===== src/rtl/tde_pkg.sv =====
package tde_pkg;
  typedef enum logic {BOUND_MIN = 1'b0, BOUND_MAX = 1'b1} bound_e;

  // True when the far tile edge (offset by the tile size) gives the wanted bound.
  function automatic logic take_far_edge(input bound_e m, input logic neg, input logic zero);
    if (m == BOUND_MAX) return !neg && !zero;
    return neg;
  endfunction
endpackage


===== src/rtl/tde_setup.sv =====
module tde_setup
  import tde_pkg::*;
#(
  parameter int CW = 16,
  parameter int DW = 24,
  parameter int XW = 12,
  parameter int AW = 31,
  parameter int TW = 8,
  parameter int TH = 4
) (
  input  bound_e                mode,
  input  logic signed [CW-1:0]  a,
  input  logic signed [CW-1:0]  b,
  input  logic signed [DW-1:0]  c,
  input  logic        [XW-1:0]  x0,
  input  logic        [XW-1:0]  y0,
  output logic signed [AW-1:0]  init,
  output logic signed [AW-1:0]  step_x,
  output logic signed [AW-1:0]  step_y
);
  logic                far_x, far_y;
  logic        [XW:0]  xc, yc;
  logic signed [AW-1:0] a_w, b_w, c_w, xc_w, yc_w;

  always_comb begin
    far_x = take_far_edge(mode, a[CW-1], a == '0);
    far_y = take_far_edge(mode, b[CW-1], b == '0);
    xc    = {1'b0, x0} + (far_x ? (XW+1)'(TW) : '0);
    yc    = {1'b0, y0} + (far_y ? (XW+1)'(TH) : '0);
    a_w   = {{(AW-CW){a[CW-1]}}, a};
    b_w   = {{(AW-CW){b[CW-1]}}, b};
    c_w   = {{(AW-DW){c[DW-1]}}, c};
    xc_w  = {{(AW-XW-1){1'b0}}, xc};
    yc_w  = {{(AW-XW-1){1'b0}}, yc};
    init   = a_w * xc_w + b_w * yc_w + c_w;
    step_x = a_w * $signed(AW'(TW));
    step_y = b_w * $signed(AW'(TH));
  end
endmodule


===== src/rtl/tde_walker.sv =====
module tde_walker #(
  parameter int COLS = 4,
  parameter int ROWS = 2,
  localparam int NT  = COLS * ROWS,
  localparam int IW  = (NT > 1) ? $clog2(NT) : 1,
  localparam int CLW = (COLS > 1) ? $clog2(COLS) : 1,
  localparam int RLW = (ROWS > 1) ? $clog2(ROWS) : 1
) (
  input  logic          clk,
  input  logic          rst,
  input  logic          go,
  output logic          accept,
  output logic          fire,
  output logic          row_end,
  output logic          last,
  output logic [IW-1:0] idx
);
  logic           busy;
  logic [CLW-1:0] col;
  logic [RLW-1:0] row;

  always_comb begin
    accept  = go && !busy;
    fire    = busy;
    row_end = (col == CLW'(COLS - 1));
    last    = row_end && (row == RLW'(ROWS - 1));
    idx     = IW'(int'(row) * COLS + int'(col));
  end

  always_ff @(posedge clk) begin
    if (rst) begin
      busy <= 1'b0;
      col  <= '0;
      row  <= '0;
    end else if (accept) begin
      busy <= 1'b1;
      col  <= '0;
      row  <= '0;
    end else if (busy) begin
      if (row_end) begin
        col <= '0;
        if (last) busy <= 1'b0;
        else      row  <= row + 1'b1;
      end else begin
        col <= col + 1'b1;
      end
    end
  end
endmodule


===== src/rtl/tde_clamp.sv =====
module tde_clamp #(
  parameter int DW = 24,
  parameter int AW = 31,
  parameter int IW = 3
) (
  input  logic                 clk,
  input  logic                 rst,
  input  logic                 fire,
  input  logic                 last,
  input  logic        [IW-1:0] idx,
  input  logic signed [AW-1:0] val,
  input  logic signed [DW-1:0] lo,
  input  logic signed [DW-1:0] hi,
  output logic                 o_valid,
  output logic        [IW-1:0] o_idx,
  output logic signed [DW-1:0] o_depth,
  output logic                 o_done
);
  logic signed [AW-1:0] lo_w, hi_w;
  logic signed [DW-1:0] clamped;

  always_comb begin
    lo_w = {{(AW-DW){lo[DW-1]}}, lo};
    hi_w = {{(AW-DW){hi[DW-1]}}, hi};
    if (val < lo_w)      clamped = lo;
    else if (val > hi_w) clamped = hi;
    else                 clamped = val[DW-1:0];
  end

  always_ff @(posedge clk) begin
    if (rst) begin
      o_valid <= 1'b0;
      o_done  <= 1'b0;
      o_idx   <= '0;
      o_depth <= '0;
    end else begin
      o_valid <= fire;
      o_done  <= fire && last;
      if (fire) begin
        o_idx   <= idx;
        o_depth <= clamped;
      end
    end
  end
endmodule


===== src/rtl/tile_depth_eval.sv =====
module tile_depth_eval
  import tde_pkg::*;
#(
  parameter int CW      = 16,
  parameter int DW      = 24,
  parameter int XW      = 12,
  parameter int TW      = 8,
  parameter int TH      = 4,
  parameter int ST_COLS = 4,
  parameter int ST_ROWS = 2,
  localparam int NT     = ST_COLS * ST_ROWS,
  localparam int IW     = (NT > 1) ? $clog2(NT) : 1,
  localparam int AW_RAW = CW + XW + 3,
  localparam int AW     = (AW_RAW > DW + 1) ? AW_RAW : DW + 1
) (
  input  logic                 clk,
  input  logic                 rst,
  input  logic                 start,
  input  logic                 mode_max,
  input  logic signed [CW-1:0] coef_a,
  input  logic signed [CW-1:0] coef_b,
  input  logic signed [DW-1:0] coef_c,
  input  logic        [XW-1:0] orig_x,
  input  logic        [XW-1:0] orig_y,
  input  logic signed [DW-1:0] z_lo,
  input  logic signed [DW-1:0] z_hi,
  output logic                 tile_valid,
  output logic        [IW-1:0] tile_idx,
  output logic signed [DW-1:0] tile_depth,
  output logic                 done
);
  logic signed [AW-1:0] init, step_x, step_y;
  logic signed [AW-1:0] acc, row_base, sx_q, sy_q;
  logic signed [DW-1:0] lo_q, hi_q;
  logic                 accept, fire, row_end, last;
  logic        [IW-1:0] idx;

  tde_setup #(.CW(CW), .DW(DW), .XW(XW), .AW(AW), .TW(TW), .TH(TH)) u_setup (
    .mode(bound_e'(mode_max)), .a(coef_a), .b(coef_b), .c(coef_c),
    .x0(orig_x), .y0(orig_y), .init(init), .step_x(step_x), .step_y(step_y)
  );

  tde_walker #(.COLS(ST_COLS), .ROWS(ST_ROWS)) u_walk (
    .clk(clk), .rst(rst), .go(start), .accept(accept), .fire(fire),
    .row_end(row_end), .last(last), .idx(idx)
  );

  always_ff @(posedge clk) begin
    if (rst) begin
      acc      <= '0;
      row_base <= '0;
      sx_q     <= '0;
      sy_q     <= '0;
      lo_q     <= '0;
      hi_q     <= '0;
    end else if (accept) begin
      acc      <= init;
      row_base <= init;
      sx_q     <= step_x;
      sy_q     <= step_y;
      lo_q     <= z_lo;
      hi_q     <= z_hi;
    end else if (fire) begin
      if (row_end) begin
        row_base <= row_base + sy_q;
        acc      <= row_base + sy_q;
      end else begin
        acc <= acc + sx_q;
      end
    end
  end

  tde_clamp #(.DW(DW), .AW(AW), .IW(IW)) u_clamp (
    .clk(clk), .rst(rst), .fire(fire), .last(last), .idx(idx), .val(acc),
    .lo(lo_q), .hi(hi_q), .o_valid(tile_valid), .o_idx(tile_idx),
    .o_depth(tile_depth), .o_done(done)
  );
endmodule


===== config.mk =====
export PLATFORM = sky130hd
export DESIGN_NAME = tile_depth_eval
export DESIGN_NICKNAME = d
export VERILOG_FILES = /design/src/rtl/tde_pkg.sv /design/src/rtl/tde_setup.sv /design/src/rtl/tde_walker.sv /design/src/rtl/tde_clamp.sv /design/src/rtl/tile_depth_eval.sv
export SDC_FILE = /design/constraint.sdc
export NUM_CORES = 2
export LEC_CHECK = 0
export BUFFER_PORTS_ARGS = -buffer_cell sky130_fd_sc_hd__buf_2
export CAP_MARGIN = 30
export CORE_ASPECT_RATIO = 0.75
export CORE_MARGIN = 8
export CORE_UTILIZATION = 60
export DETAILED_ROUTE_END_ITERATION = 12
export GPL_ROUTABILITY_DRIVEN = 0
export MAX_ROUTING_LAYER = met4
export PLACE_DENSITY = 0.84
export SKIP_LAST_GASP = 1
export SLEW_MARGIN = 20
export SYNTH_ARGS = -nofsm -noshare
export SYNTH_HDL_FRONTEND = slang
export SYNTH_SLANG_ARGS = --single-unit

===== constraint.sdc =====
create_clock -name clk -period 13.2 [get_ports clk]
set_input_delay 0.66 -clock clk [delete_from_list [all_inputs] [get_ports clk]]
set_output_delay 0.66 -clock clk [all_outputs]
set_load 0.05 [all_outputs]

After elaboration in Yosys (flattened, before gate mapping)
Cells that the tools add are included.

Memories kept: 0. ROM bits: 0. Register bits: 175. Output and inout bits: 29. Latch bits: 0. Memory bits (writable): 0. Input port bits: 132.

Div/mod/pow operators: 0. Multipliers: 2. $add $sub $neg: 9. Reduce and logical (&&, ||, !) cells: 17. Order comparisons: 2. Mux-type cells: 20. Bitwise logic cells: 1. Shifts and indexed selects: 0. Eq/ne operators: 1.

Operator list (count): $mux W31 (6); $mul A16 B14 Y30 (2); $mux W24 (2); $logic_not A16 Y1 (2); $add A31 B18 Y31 (1); $add A31 B19 Y31 (1); $add A31 B24 Y31 (1); $add A31 B31 Y31 (1); $gt A31 B24 Y1 (1); $lt A31 B24 Y1 (1); $add A12 B13 Y13 (2); $mux W1 (9); $logic_and A1 B1 Y1 (5); $logic_not A1 Y1 (5); $mux W4 (1); $reduce_bool A2 Y1 (2); $add A3 B2 Y3 (1); $mux W3 (1); $reduce_and A3 Y1 (1); $add A2 B1 Y2 const B (1); $eq A2 B2 Y1 const B (1); $mux W2 (1); $reduce_and A2 Y1 (1); $reduce_or A2 Y1 (1); 2 further kinds (2).

Longest topological paths before layout
Depth after elaboration: 11. Mapped depth: 44. Gate-level depth less buffers: 42.

Hierarchy
Synthesis repeated with hierarchy kept, for this count alone.

Cells, all modules: 3690. Area total of the unflattened synthesis: 32040.7 um^2.

Modules (own cells, without submodules): tde_setup (area an instance 17779.6 um^2, cells an instance 1943, seq. area each 0.0 um^2, times used 1); tile_depth_eval (area an instance 9925.8 um^2, cells an instance 1174, seq. area each 3443.3 um^2, times used 1); tde_clamp (area an instance 4149.0 um^2, cells an instance 554, seq. area each 580.6 um^2, times used 1); tde_walker (area an instance 186.4 um^2, cells an instance 19, seq. area each 80.1 um^2, times used 1).

Worst setup path after synthesis
OpenSTA, ideal clock, no wires.

Kind: input port to flip-flop. Start: input coef_b[0]. End: register acc[26]. Data arrival time: 9.714 ns. Stages: 42. Buffers on the path: 1. Slack: 3.416 ns. Cells stage by stage: nor4_1 -> nand4_1 -> nand2_1 -> mux2i_1 -> ha_1 -> nand2_1 -> xor2_1 -> clkbuf_1 -> nor2b_1 -> fa_1 -> inv_1 -> fa_1 -> inv_1 -> fa_1 -> inv_1 -> fa_1 -> inv_1 -> fa_1 -> (+6 left out) -> nand4b_1 -> a41o_1 -> a21oi_1 -> o21bai_1 -> a21oi_1 -> xor2_1 -> fa_1 -> inv_1 -> ha_1 -> a21oi_2 -> o21ai_0 -> a221oi_1 -> o2111ai_1 -> a21boi_0 -> xnor2_1 -> o32ai_1 -> or3_1 -> a21oi_1.

Cells in the longest elaborated chain, start to end: 11.

Ends and longest elaborated chain: from (decl) (line tile_depth_eval.sv:21) `input logic signed [CW-1:0] coef_b,`; $logic_not A16 Y1 (line tde_setup.sv:27) `far_y = take_far_edge(mode, b[CW-1], b == '0);`; $logic_not A1 Y1 (line tde_pkg.sv:6) `if (m == BOUND_MAX) return !neg && !zero;`; $logic_and A1 B1 Y1 (line tde_pkg.sv:6); $mux W1 (line tde_pkg.sv:6); $mux W1 (line tde_pkg.sv:7) `return neg;`; $mux W3 (line tde_setup.sv:29) `yc = {1'b0, y0} + (far_y ? (XW+1)'(TH) : '0);`; $add A12 B13 Y13 (line tde_setup.sv:29); $mul A16 B14 Y30 * (line tde_setup.sv:35) `init = a_w * xc_w + b_w * yc_w + c_w;`; $add A31 B31 Y31 * (line tde_setup.sv:35); $add A31 B24 Y31 * (line tde_setup.sv:35); $mux W31 * (line tile_depth_eval.sv:56) `end else if (accept) begin`; to (signal assigned) (line tile_depth_eval.sv:57) `acc <= init;`; to (signal assigned) (line tile_depth_eval.sv:66) `acc <= row_base + sy_q;`; to (signal assigned) (line tile_depth_eval.sv:68) `acc <= acc + sx_q;`; to (decl) (line tile_depth_eval.sv:33) `logic signed [AW-1:0] acc, row_base, sx_q, sy_q;`.

Every way passes the cells marked *; elsewhere a longest branch is shown, timed or not. The select of a mux whose other input is x is not followed. A chain may end at the register's enable or synchronous reset.

Worst setup path after layout
Start: input coef_a[0]. End: register row_base[30].

Cells in the longest elaborated chain, start to end: 11.

Ends and longest elaborated chain: from (decl) (line tile_depth_eval.sv:20) `input logic signed [CW-1:0] coef_a,`; $logic_not A16 Y1 (line tde_setup.sv:26) `far_x = take_far_edge(mode, a[CW-1], a == '0);`; $logic_not A1 Y1 (line tde_pkg.sv:6); $logic_and A1 B1 Y1 (line tde_pkg.sv:6); $mux W1 (line tde_pkg.sv:6); $mux W1 (line tde_pkg.sv:7); $mux W4 (line tde_setup.sv:28) `xc = {1'b0, x0} + (far_x ? (XW+1)'(TW) : '0);`; $add A12 B13 Y13 (line tde_setup.sv:28); $mul A16 B14 Y30 * (line tde_setup.sv:35); $add A31 B31 Y31 * (line tde_setup.sv:35); $add A31 B24 Y31 * (line tde_setup.sv:35); $mux W31 * (line tile_depth_eval.sv:56); to (signal assigned) (line tile_depth_eval.sv:58) `row_base <= init;`; to (signal assigned) (line tile_depth_eval.sv:65) `row_base <= row_base + sy_q;`; to (decl) (line tile_depth_eval.sv:33).

Marked as above.

==> key figures <==
Routing
  • Remaining DRCs: 0
  • Iteration-0 DRC Markers: 3202
  • Via Count: 25720
  • WL per Instance: 19.33 um
  • Detailed Route WL: 83580 um
  • WL met3: 10110 um
  • ANT nets after route: 0
  • Drt pass-1 iters: 6
  • WL met1: 36530 um
  • Metal2 WL: 34900 um
  • Via density: 5.948
  • Max Used Layer: met4

Final layout
  • Share of cells above drive strength 1: 6.594%
  • Area Growth Syn to Fin: 6.443%
  • Utilization after layout: 64.85%
  • Final nets: 4524
  • Finished layout cell area: 0.03175 mm^2

Hold path
  • Cell count of the worst hold path: 3
  • Worst hold endpoint: lo_q[9]
  • Hold path start: z_lo[9]
  • Worst hold path type: primary input to flop

STA
  • Clock Skews: 0.01298 ns
  • Setup WS post-layout: 2.358 ns
  • Final worst path period share: 82.14%
  • Max Slew Vio Count: 0
  • Fmax achieved: 92.23 MHz
  • Setup violations, final: 0
  • Final min period: 10.84 ns
  • Measured slew at the worst slew-check pin: 0.9741 ns
  • Final Hold Fails: 0
  • Aggregate negative setup slack: 0 ns
  • RSZ-0062 raised after global routing: false
  • Relative slew slack: 34.60%

Die
  • DIE AREA: 0.05717 mm^2
  • DIE WIDTH: 273.5 um
  • Row count: 70
  • Die Height: 209.1 um
  • Starting density of the core: 60.92%
  • Area of the core: 0.04896 mm^2
  • Boundary pin count: 161

GRT
  • Antenna violations before repair: 6
  • Vias in the first global route: 25260
  • First-pass GRT wire length: 136000 um
  • Total global routing overflow: 0
  • GRT Util Overall: 30.10%
  • Pin count of the biggest net entering global routing: 88

Synth
  • Syn Nets: 4458
  • Post-synth top flop: dfxtp_1
  • Synth async-reset ratio: 0%
  • Synth top area share: 29.33%
  • Seq/Total Area, Yosys: 11.75%
  • Synth area leaders: fa_1, ha_1, dfxtp_1, inv_1, nand2_1
  • Area leader, netlist: fa_1
  • Syn_area_per_cell: 8.306 um^2
  • Post-synth EDFFs: 0
  • Yosys cell types: 75
  • Syn. warnings: 0
  • Netlist Area Pre-Place: 0.02983 mm^2
  • Synth Instances: 3591
  • Flops & latches, synth: 175
  • Count leader, synth: inv_1
  • Most instantiated cells after synthesis: inv_1, nand2_1, fa_1

Clock tree
  • Clock-pin slew on the worst setup and hold paths: 0.07 ns
  • CTS hold repair buffers: 0
  • TritonCTS clock tree: yes
  • Clock insertion delay at the later pin of the skew report: 0.45 ns
  • Total CTS buffers: 17
  • PostCTS Resize Cnt: 0
  • Clock Tree Buf Depth: 2
  • Clk sink count: 175
  • Clk root buf: clkbuf_16
  • Setup Buffers After CTS: 0
  • H-tree Lvls: 4

Critical path
  • Worst reg2reg startpoint: sx_q[3]
  • Startpoint types: primary input
  • Crit Path Max Fanout: 16
  • Worst r2r dst: acc[29]
  • CP required: 13.54 ns
  • Worst path max stage delay: 0.72 ns
  • Most used cell, CP: fa_1
  • WS Path Type: primary input to flop
  • CP Capture Type: flop
  • FF-to-FF path depth: 12
  • Arr. time, crit path: 11.18 ns
  • R2r setup slk: 9.22 ns
  • Critical Path Slowest Stage Cell: ha_1

Job
  • Max Cap Violations: 0

Placed design
  • Detailed placement HPWL: 68310 um
  • Placed cell area: 0.03116 mm^2
  • I/O Buffers: 160
  • Place WS: 2.094 ns

Run status
  • Outcome: finished, final reports clean
metrics by stage:
stage | cells | hold slack (ns)
3_5_place_dp | 4284 | 0.4527
2_1_floorplan | 3591 | 0.4355
4_1_cts | 4316 | 0.4446
5_1_grt | 4324 | 0.4531
6_report | 4324 | 0.4562
3_3_place_gp | 4283 | 0.4438
logic make-up after synthesis:
kind of cell,after synthesis,synth area share [%]
flip-flops,175,11.75
AO/OA/AOI/OAI,665,14.33
AND/OR/NAND/NOR,1038,16.27
adder cells (fa/ha/maj),735,41.83
buffers and inverters,780,9.833
multiplexers,41,1.380
XOR/XNOR,157,4.610
critical path: cells and delay by family:
family | cells | cell delay [ns]
AO/OA/AOI/OAI | 14 | 3.41
XOR/XNOR | 2 | 0.50
adder cells (fa/ha/maj) | 11 | 5.14
buffers and inverters | 5 | 0.40
multiplexers | 1 | 0.07
AND/OR/NAND/NOR | 5 | 0.95
cell usage in the layout (no fill, tap or decap), drive strengths merged, types with 7 or more instances in the layout:
cell type  synthesis  routed
a211oi            35      35
nand3             30      30
nor3              29      29
a21oi            232     232
a311oi            10      10
mux2i             40      40
a21boi            10      10
xnor2            108     108
nor2b             59      59
a221oi             8       8
inv              639     643
a32oi             24      24
ha               298     298
and2             163     163
o211ai            20      20
nand2b            27      27
nand4             25      25
or3               10      10
xor2              49      49
dfxtp            175     175
nor4              14      14
fa               437     437
clkbuf           130      20
nand2            500     500
o2111ai            7       7
o21a              19      19
buf               10     186
a31oi             23      23
a21o              81      81
o21bai            20      20
clkinv             1       7
o21ai            115     115
nor2             140     140
and3              22      22
o22ai              7       7
state kept, by name, indices dropped and copies added, names as in the netlist:
name	count
acc	31
hi_q	24
lo_q	24
row_base	31
sx_q	16
sy_q	16
u_clamp.o_depth	24
u_clamp.o_done	1
u_clamp.o_idx	3
u_clamp.o_valid	1
u_walk.col	2
u_walk.fire	1
u_walk.row	1
layout make-up:
type / instances / area [um^2]
tap: 648 / 810.8
sequential: 175 / 3503
antenna: 6 / 15.01
clock inverter: 13 / 128.9
fill: 3940 / 17210
multi-input combinational: 2636 / 23450
timing repair buffer: 187 / 1010
clock buffer: 19 / 432.9
inverter: 640 / 2402
metal layers:
metal,up-vias,track usage [%]
met4,0,6.914
li1,11710,-
met2,1480,42.34
met3,180,8.101
met5,-,-
met1,12350,43.00
how the worst max path moves through the flow:
stage,cells past startpoint,start,end
2_1_floorplan,42,coef_b[0],acc[26]
3_3_place_gp,40,coef_b[0],row_base[30]
3_5_place_dp,40,coef_b[0],row_base[30]
4_1_cts,40,coef_b[0],row_base[30]
5_1_grt,43,coef_b[8],acc[24]
6_report,38,coef_a[0],row_base[30]
Power is not shown: default switching activity piles up to over one toggle a cycle in this logic, so the estimate is an artifact.
